`src/rtl/mbx_pkg.sv`:
```
package mbx_pkg;

    localparam int NUM_SIDES = 2;
    localparam int SIDE_LT   = 0;
    localparam int SIDE_RT   = 1;

    typedef enum logic [1:0] {
        ACC_IDLE  = 2'd0,
        ACC_READ  = 2'd1,
        ACC_WRITE = 2'd2
    } acc_kind_e;

    typedef struct packed {
        acc_kind_e kind;
        logic      hit_own;
        logic      hit_peer;
    } side_dec_t;

    function automatic int peer_of(input int side);
        return (side == SIDE_LT) ? SIDE_RT : SIDE_LT;
    endfunction

    function automatic logic is_rd(input side_dec_t d);
        return d.kind == ACC_READ;
    endfunction

    function automatic logic is_wr(input side_dec_t d);
        return d.kind == ACC_WRITE;
    endfunction

endpackage

```
`src/rtl/mbx_side_decode.sv`:
```
module mbx_side_decode
    import mbx_pkg::*;
#(
    parameter int ADDR_W = 12,
    parameter int SIDE   = 0
) (
    input  logic              cs,
    input  logic              we,
    input  logic [ADDR_W-1:0] addr,
    output side_dec_t         dec
);
    localparam logic [ADDR_W-1:0] TOP_ADDR  = {ADDR_W{1'b1}};
    localparam logic [ADDR_W-1:0] NEXT_ADDR = TOP_ADDR - 1'b1;
    localparam logic [ADDR_W-1:0] OWN_ADDR  = (SIDE == SIDE_LT) ? TOP_ADDR : NEXT_ADDR;
    localparam logic [ADDR_W-1:0] PEER_ADDR = (SIDE == SIDE_LT) ? NEXT_ADDR : TOP_ADDR;

    always_comb begin
        dec = '0;
        if (cs) dec.kind = we ? ACC_WRITE : ACC_READ;
        else    dec.kind = ACC_IDLE;
        dec.hit_own  = cs && (addr == OWN_ADDR);
        dec.hit_peer = cs && (addr == PEER_ADDR);
    end
endmodule

```
`src/rtl/mbx_store.sv`:
```
module mbx_store
    import mbx_pkg::*;
#(
    parameter int DATA_W = 16
) (
    input  logic                       clk,
    input  logic                       rst,
    input  side_dec_t [NUM_SIDES-1:0]  dec,
    input  logic [NUM_SIDES-1:0][DATA_W-1:0] wdata,
    output logic [NUM_SIDES-1:0][DATA_W-1:0] box
);
    for (genvar b = 0; b < NUM_SIDES; b++) begin : g_box
        localparam int PEER = (b == SIDE_LT) ? SIDE_RT : SIDE_LT;
        logic              wr_by_owner;
        logic              wr_by_peer;
        logic              wr_lt_wins;
        logic [DATA_W-1:0] nxt;

        always_comb begin
            wr_by_owner = is_wr(dec[b]) && dec[b].hit_own;
            wr_by_peer  = is_wr(dec[PEER]) && dec[PEER].hit_peer;
            // left side has priority on the data when both write one box
            wr_lt_wins  = (b == SIDE_LT) ? wr_by_owner : wr_by_peer;
            nxt         = box[b];
            if (wr_by_owner || wr_by_peer) begin
                if (wr_lt_wins) nxt = wdata[SIDE_LT];
                else            nxt = wdata[SIDE_RT];
            end
        end

        always_ff @(posedge clk) begin
            if (rst) box[b] <= '0;
            else     box[b] <= nxt;
        end
    end
endmodule

```
`src/rtl/mbx_irq_flag.sv`:
```
module mbx_irq_flag (
    input  logic clk,
    input  logic rst,
    input  logic set_req,
    input  logic clr_req,
    output logic irq_n
);
    logic pending;

    always_ff @(posedge clk) begin
        if (rst)          pending <= 1'b0;
        else if (set_req) pending <= 1'b1;
        else if (clr_req) pending <= 1'b0;
    end

    assign irq_n = ~pending;
endmodule

```
`src/rtl/mbx_read_port.sv`:
```
module mbx_read_port
    import mbx_pkg::*;
#(
    parameter int DATA_W = 16
) (
    input  logic              clk,
    input  logic              rst,
    input  side_dec_t         dec,
    input  logic [DATA_W-1:0] own_box,
    input  logic [DATA_W-1:0] peer_box,
    output logic [DATA_W-1:0] rdata
);
    logic [DATA_W-1:0] sel;

    always_comb begin
        if (dec.hit_own)       sel = own_box;
        else if (dec.hit_peer) sel = peer_box;
        else                   sel = '0;
    end

    always_ff @(posedge clk) begin
        if (rst)              rdata <= '0;
        else if (is_rd(dec))  rdata <= sel;
    end
endmodule

```
`src/rtl/mbx_dualport_irq.sv`:
```
module mbx_dualport_irq
    import mbx_pkg::*;
#(
    parameter int ADDR_W = 12,
    parameter int DATA_W = 16
) (
    input  logic              clk,
    input  logic              rst,
    input  logic              lt_cs,
    input  logic              lt_we,
    input  logic [ADDR_W-1:0] lt_addr,
    input  logic [DATA_W-1:0] lt_wdata,
    output logic [DATA_W-1:0] lt_rdata,
    input  logic              lt_busy,
    output logic              lt_irq_n,
    input  logic              rt_cs,
    input  logic              rt_we,
    input  logic [ADDR_W-1:0] rt_addr,
    input  logic [DATA_W-1:0] rt_wdata,
    output logic [DATA_W-1:0] rt_rdata,
    input  logic              rt_busy,
    output logic              rt_irq_n
);
    logic      [NUM_SIDES-1:0]             cs_v, we_v, busy_v, irq_v;
    logic      [NUM_SIDES-1:0][ADDR_W-1:0] addr_v;
    logic      [NUM_SIDES-1:0][DATA_W-1:0] wdata_v, rdata_v, box_v;
    side_dec_t [NUM_SIDES-1:0]             dec_v;

    assign cs_v    = {rt_cs, lt_cs};
    assign we_v    = {rt_we, lt_we};
    assign busy_v  = {rt_busy, lt_busy};
    assign addr_v  = {rt_addr, lt_addr};
    assign wdata_v = {rt_wdata, lt_wdata};

    for (genvar s = 0; s < NUM_SIDES; s++) begin : g_side
        localparam int PEER = (s == SIDE_LT) ? SIDE_RT : SIDE_LT;
        logic set_req, clr_req;

        mbx_side_decode #(.ADDR_W(ADDR_W), .SIDE(s)) dec_i (
            .cs(cs_v[s]), .we(we_v[s]), .addr(addr_v[s]), .dec(dec_v[s])
        );

        // the peer writing this side's box raises it, unless the peer is busy
        assign set_req = is_wr(dec_v[PEER]) && dec_v[PEER].hit_peer && !busy_v[PEER];
        // this side reading its own box drops it, unless this side is busy
        assign clr_req = is_rd(dec_v[s]) && dec_v[s].hit_own && !busy_v[s];

        mbx_irq_flag flag_i (
            .clk(clk), .rst(rst), .set_req(set_req), .clr_req(clr_req), .irq_n(irq_v[s])
        );

        mbx_read_port #(.DATA_W(DATA_W)) rd_i (
            .clk(clk), .rst(rst), .dec(dec_v[s]),
            .own_box(box_v[s]), .peer_box(box_v[PEER]), .rdata(rdata_v[s])
        );
    end

    mbx_store #(.DATA_W(DATA_W)) store_i (
        .clk(clk), .rst(rst), .dec(dec_v), .wdata(wdata_v), .box(box_v)
    );

    assign lt_rdata = rdata_v[SIDE_LT];
    assign rt_rdata = rdata_v[SIDE_RT];
    assign lt_irq_n = irq_v[SIDE_LT];
    assign rt_irq_n = irq_v[SIDE_RT];
endmodule

```
`config.mk`:
```
export PLATFORM = sky130hd
export DESIGN_NAME = mbx_dualport_irq
export DESIGN_NICKNAME = d
export VERILOG_FILES = /design/src/rtl/mbx_pkg.sv /design/src/rtl/mbx_side_decode.sv /design/src/rtl/mbx_store.sv /design/src/rtl/mbx_irq_flag.sv /design/src/rtl/mbx_read_port.sv /design/src/rtl/mbx_dualport_irq.sv
export SDC_FILE = /design/constraint.sdc
export NUM_CORES = 1
export LEC_CHECK = 0
export BUFFER_PORTS_ARGS = -buffer_cell sky130_fd_sc_hd__buf_2
export CELL_PAD_IN_SITES_DETAIL_PLACEMENT = 0
export CELL_PAD_IN_SITES_GLOBAL_PLACEMENT = 1
export CORE_UTILIZATION = 34
export DETAILED_ROUTE_END_ITERATION = 8
export PLACE_DENSITY_LB_ADDON = 0.1
export SLEW_MARGIN = 25
export SYNTH_ARGS = -nofsm -noshare
export SYNTH_HDL_FRONTEND = slang
export SYNTH_SLANG_ARGS = --single-unit
```
`constraint.sdc`:
```
create_clock -name clk -period 1.57 [get_ports clk]
set_input_delay 0.2355 -clock clk [delete_from_list [all_inputs] [get_ports clk]]
set_output_delay 0.2355 -clock clk [all_outputs]
set_load 0.005 [all_outputs]
```
* After elaboration in Yosys (flattened, before gate mapping)
Index checks and enable logic that the tools add are counted.
** Word-level totals
- Flip-flop bits (word level) :: 66
- Logic and storage cells :: 50
- Input bits :: 64
- Output and inout port bits :: 34
** Cells by class
- Bitwise operators :: 2
- Muxes and demuxes :: 14
- Eq/ne operators :: 8
- Reductions and logical operators :: 20
** Operators by type and width (count)
- $mux 16 :: 6
- $eq 12x12->1 const B :: 4
- $logic_and 1x1->1 :: 14
- $mux 2 :: 4
- $eq 2x1->1 const B :: 2
- $eq 2x2->1 const B :: 2
- $mux 1 :: 4
- $reduce_bool 2->1 :: 2
- $logic_not 1->1 :: 2
- $logic_or 1x1->1 :: 2
- $not 1->1 :: 2

* Longest topological paths before layout
- Word-level depth :: 7
- Depth in mapped cells :: 6
- Gate-level depth less buffers :: 4

* Modules after synthesis
From an unflattened synthesis, not the netlist that was laid out.
** Unflattened totals
- Cell total of the unflattened synthesis :: 367
- Area total of the unflattened synthesis :: 3274.4 sq um
** Modules (own cells, without submodules)
- mbx_read_port :: cells an instance 77, instances 2, area each 815.8 sq um, seq. area each 320.3 sq um
- mbx_store :: cells an instance 181, instances 1, area each 1400.1 sq um, seq. area each 640.6 sq um
- mbx_side_decode :: cells an instance 9, instances 2, area each 53.8 sq um, seq. area each 0.0 sq um
- mbx_irq_flag :: cells an instance 5, instances 2, area each 42.5 sq um, seq. area each 20.0 sq um
- mbx_dualport_irq :: cells an instance 4, instances 1, area each 50.0 sq um, seq. area each 0.0 sq um

* Least setup slack after synthesis
No wires, ideal clock.
- Path type :: input to register
- Start point :: in rt_addr[0]
- End point :: reg store_i.box[16] in the netlist's numbering
- Arrival time :: 1506 ps
- Data required time :: 1432 ps
- Path slack :: -73 ps
- Path buffers :: 2
- Stages :: 6
- Setup time :: 138 ps
- Cells stage by stage :: buf_6 > nand3b_1 > nor4_4 > buf_6 > mux2i_1 > a211oi_1
** On the way
- Longest elaborated chain between the ends :: 4
** Ends and longest elaborated chain
- start, declared :: RTL line mbx_dualport_irq.sv:18 : input logic [ADDR_W-1:0] rt_addr,
- $eq 12x12->1 :: RTL line mbx_side_decode.sv:21 : dec.hit_own = cs && (addr == OWN_ADDR);
- $logic_and 1x1->1 :: RTL line mbx_side_decode.sv:21
- $logic_and 1x1->1 :: RTL line mbx_store.sv:20 : wr_by_owner = is_wr(dec[b]) && dec[b].hit_own;
- $logic_or 1x1->1 :: RTL line mbx_store.sv:25 : if (wr_by_owner || wr_by_peer) begin
- end signal, assigned by index :: RTL line mbx_store.sv:33 : else box[b] <= nxt;
- end, declared :: RTL line mbx_store.sv:10 : output logic [NUM_SIDES-1:0][DATA_W-1:0] box
Every way passes these cells.
A chain may end at the register's enable or synchronous reset.

* Worst setup path in the final report
- Start point :: in rt_cs
- End point :: reg store_i.box[1] in the netlist's numbering
** On the way
- Longest elaborated chain between the ends :: 4
- Elaborated cells on any way between the ends :: 5
- Those cells by class :: eq/ne (1); mux (1); reduce/logical (3)
** Ends and longest elaborated chain
- start, declared :: RTL line mbx_dualport_irq.sv:16 : input logic rt_cs,
- $mux 2 :: RTL line mbx_side_decode.sv:19 : if (cs) dec.kind = we ? ACC_WRITE : ACC_READ;
- $eq 2x2->1 :: RTL line mbx_pkg.sv:28 : return d.kind == ACC_WRITE;
- $logic_and 1x1->1 * :: RTL line mbx_store.sv:21 : wr_by_peer = is_wr(dec[PEER]) && dec[PEER].hit_peer;
- $logic_or 1x1->1 * :: RTL line mbx_store.sv:25
Every way passes the cells marked *; elsewhere a longest branch is shown, timed or not.

==> insert_results.sql <==
INSERT INTO impl_metrics (metric_group, metric, value, unit) VALUES
('setup_path', 'path_cells', 'buf_2 -> nand4_2 -> nor4_4 -> buf_4 -> mux2i_1 -> a211oi_1', ''),
('global_route', 'largest_net_degree_at_the_start_of_global_routing', '31', ''),
('global_route', 'grt_util_met1', '0.264', ''),
('power', 'cellLeakagePower', '1.69', 'nW'),
('global_route', 'grt_use_met2', '0.312', ''),
('setup_path', 'worst-setup-path-type', 'input port to flip-flop', ''),
('cells_and_area', 'share_of_cells_above_drive_strength_1', '0.419', ''),
('floorplan', 'die-area', '9500', 'um^2'),
('hold_path', 'hold_path_startpoint', 'rt_busy', ''),
('logic_synthesis', 'post_synth_instance_area', '3100', 'um^2'),
('setup_path', 'ff2ff_path_depth', '3', ''),
('hold_path', 'timing.hold.worst_endpoint', 'g_side[0].flag_i.pending', ''),
('setup_path', 'max_stage_delay_cell_worst_path', 'nor4_4', ''),
('logic_synthesis', 'ys_types', '26', ''),
('clocking', 'cts-hold-fix-buffers', '0', ''),
('sta', 'slew_headroom', '0.692', ''),
('routing', 'vias', '2789', ''),
('sta', 'fin_setup_tns', '0', 'ns'),
('logic_synthesis', 'average_size_of_a_mapped_cell', '9.83', 'um^2'),
('setup_path', 'crit_path_max_fanout', '5', ''),
('sta', 'setup_viol', '0', ''),
('cells_and_area', 'nets', '486', ''),
('routing', 'vias_per_cell', '5.21', ''),
('logic_synthesis', 'yosys_warnings', '0', ''),
('clocking', 'max-clock-path-buffers', '2', ''),
('power', 'p_per_area', '866', 'nW/um^2'),
('global_route', 'grt_util_met3', '0.0374', ''),
('setup_path', 'worstPathArrival', '1.42', 'ns'),
('clocking', 'cts_setup_buffers', '0', ''),
('global_route', 'grt-ovfl-total', '0', ''),
('cells_and_area', 'antenna_cells_inserted', '0', ''),
('floorplan', 'effective_utilization_at_floorplan', '0.354', ''),
('routing', 'drt_first_pass_iters', '4', ''),
('setup_path', 'timing.critical_path.depth', '6', ''),
('routing', 'post_detailed_routing_wire_length', '9.02', 'mm'),
('placed_design', 'dp.final_hpwl', '6.19', 'mm'),
('cells_and_area', 'nFillCells', '865', ''),
('setup_path', 'crit_path_end_kind', 'flip-flop', ''),
('floorplan', 'rows', '34', ''),
('clocking', 'htree_num_levels', '3', ''),
('logic_synthesis', 'ys_ff_latch', '66', ''),
('floorplan', 'io_pins', '98', ''),
('global_route', 'number_of_antenna_violations_at_the_first_check_in_global_routing', '1', ''),
('clocking', 'ctsRootBufferMaster', 'clkbuf_8', ''),
('setup_path', 'timing.rr.end', 'g_side[0].rd_i.rdata[9]', ''),
('sta', 'fin_worst_hold_slack', '0.186', 'ns'),
('placed_design', 'area_after_dpl', '3870', 'um^2'),
('power', 'overall_power', '3.55', 'mW'),
('global_route', 'grt_pass1_vias', '2791', ''),
('global_route', 'grt_use_total', '0.196', ''),
('setup_path', 'crit_required', '1.79', 'ns'),
('setup_path', 'rrSetupSlack', '0.64', 'ns'),
('placed_design', 'placed_cells_incl_taps', '519', ''),
('logic_synthesis', 'syn-instance-count', '315', ''),
('setup_path', 'critical_path.n_buffers_inverters', '2', ''),
('floorplan', 'die_h', '97.5', 'um'),
('cells_and_area', 'syn_to_final_growth', '32.1', '%'),
('routing', 'wire_per_inst', '16.9', 'um'),
('sta', 'unrepaired_setup_endpoints_after_global_routing', 'no', ''),
('global_route', 'grt_pass1_wl', '14.5', 'mm'),
('clocking', 'clkLatencyLatePin', '0.34', 'ns'),
('clocking', 'tritoncts_num_sinks', '66', ''),
('sta', 'timing.final.max_slew_violations', '0', ''),
('sta', 'finalClockSkew', '0.00851', 'ns'),
('placed_design', 'globalplace.congestion', '0.748', ''),
('setup_path', 'worst_path_largest_cell_delay', '0.35', 'ns'),
('floorplan', 'fp.coreArea', '8760', 'um^2'),
('outcome', 'outcome', 'complete, no violations', ''),
('clocking', 'numCtsBuffers', '9', ''),
('cells_and_area', 'design_area', '4090', 'um^2'),
('sta', 'timing.final.hold_violations', '0', '');
-- kinds of logic after synthesis --
kind of cell	share of synthesized area
multiplexers	0.220
flip-flops	0.426
buffers and inverters	0.0416
AO/OA/AOI/OAI	0.164
AND/OR/NAND/NOR	0.148
-- how the worst max path moves through the flow --
stage | slack [ns] | end | from
CTS | 0.36 | store_i.box[1] | rt_cs
finish | 0.37 | store_i.box[1] | rt_cs
global placement | 0.04 | g_side[0].flag_i.pending | lt_addr[10]
global route | 0.26 | store_i.box[20] | rt_cs
floorplan | 0.001 | store_i.box[16] | rt_addr[0]
detailed placement | 0.02 | g_side[0].flag_i.pending | rt_cs
-- where the power goes --
part | leakage, nW | total, mW | switching [mW] | internal [mW]
clock | 0.112 | 1.64 | 0.697 | 0.940
sequential | 0.531 | 1.67 | 0.0000783 | 1.67
combinational | 1.05 | 0.237 | 0.137 | 0.0998
total | 1.69 | 3.55 | 0.834 | 2.71
-- state kept, by name, indices dropped and copies added, names as in the netlist --
register and cells:
g_side.flag_i.pending 2, g_side.rd_i.rdata 32, store_i.box 32
-- stage by stage --
stage | setup slack [ns] | util
floorplan | 0.00109 | -
global placement | 0.0435 | 0.441
detailed placement | 0.0188 | 0.441
CTS | 0.363 | 0.467
global route | 0.263 | 0.467
finish | 0.369 | 0.467
-- synthesized netlist by cell type (all sizes together) --
| cell type | n | share of area |
|---|---|---|
| inv | 3 | 0.0036 |
| clkbuf | 20 | 0.024 |
| nand2 | 1 | 0.0012 |
| mux2i | 32 | 0.10 |
| nor2 | 67 | 0.081 |
| nand3 | 1 | 0.0016 |
| o21ba | 1 | 0.0032 |
| a21oi | 2 | 0.0032 |
| nand2b | 2 | 0.0040 |
| nand3b | 1 | 0.0024 |
| dfxtp | 66 | 0.43 |
| nand4b | 1 | 0.0028 |
| or2b | 2 | 0.0048 |
| a211oi | 32 | 0.078 |
| mux2 | 32 | 0.12 |
| buf | 5 | 0.014 |
| nand4 | 7 | 0.020 |
| nor4 | 4 | 0.022 |
| or4 | 2 | 0.0048 |
| a31o | 1 | 0.0028 |
| a22oi | 32 | 0.078 |
| and4 | 1 | 0.0028 |
-- metal layers --
layer	part of all wire	vias to the layer above
li1	-	1377
met1	0.49	1313
met2	0.45	85
met3	0.047	12
met4	0.013	2
met5	0.0011	-
-- cell usage in the layout, fill, tap and decap left out --
| cell type | count |
|---|---|
| nor4_4 | 4 |
| nand3_4 | 1 |
| a31o_2 | 1 |
| clkinv_4 | 2 |
| nor2_1 | 67 |
| nand2_1 | 1 |
| clkinvlp_4 | 1 |
| nand4b_1 | 1 |
| buf_4 | 21 |
| clkinv_2 | 1 |
| dfxtp_1 | 66 |
| a22oi_1 | 32 |
| and4_1 | 1 |
| a211oi_1 | 32 |
| inv_1 | 3 |
| o21ba_2 | 1 |
| mux2_2 | 32 |
| bufinv_16 | 2 |
| or4_1 | 2 |
| buf_12 | 3 |
| nand4_2 | 1 |
| nand2b_1 | 2 |
| clkbuf_8 | 10 |
| buf_2 | 97 |
| nand4_4 | 2 |
| nand4_1 | 4 |
| mux2i_1 | 32 |
| nand3b_1 | 1 |
| a21oi_1 | 2 |
| or2b_1 | 2 |
-- area by class of cell --
cell class	count	area (um^2)	share of cell area
clock buffers	10	138	0.0336
clock inverters	6	90.1	0.0220
inverters	3	11.3	0.00275
multi-input cells	221	1700	0.414
flip-flops and latches	66	1320	0.323
well taps	108	135	0.0330
repair buffers	121	703	0.172
-- worst register-to-register path, delay by kind of cell, from the launching register on --
kind               cells  cell delay, ns
muxes                  1            0.27
AOI/OAI and AO/OA      1            0.16
and+or+nand+nor        1            0.05
DFF                    1            0.33
(Power assumes the default switching activity.)
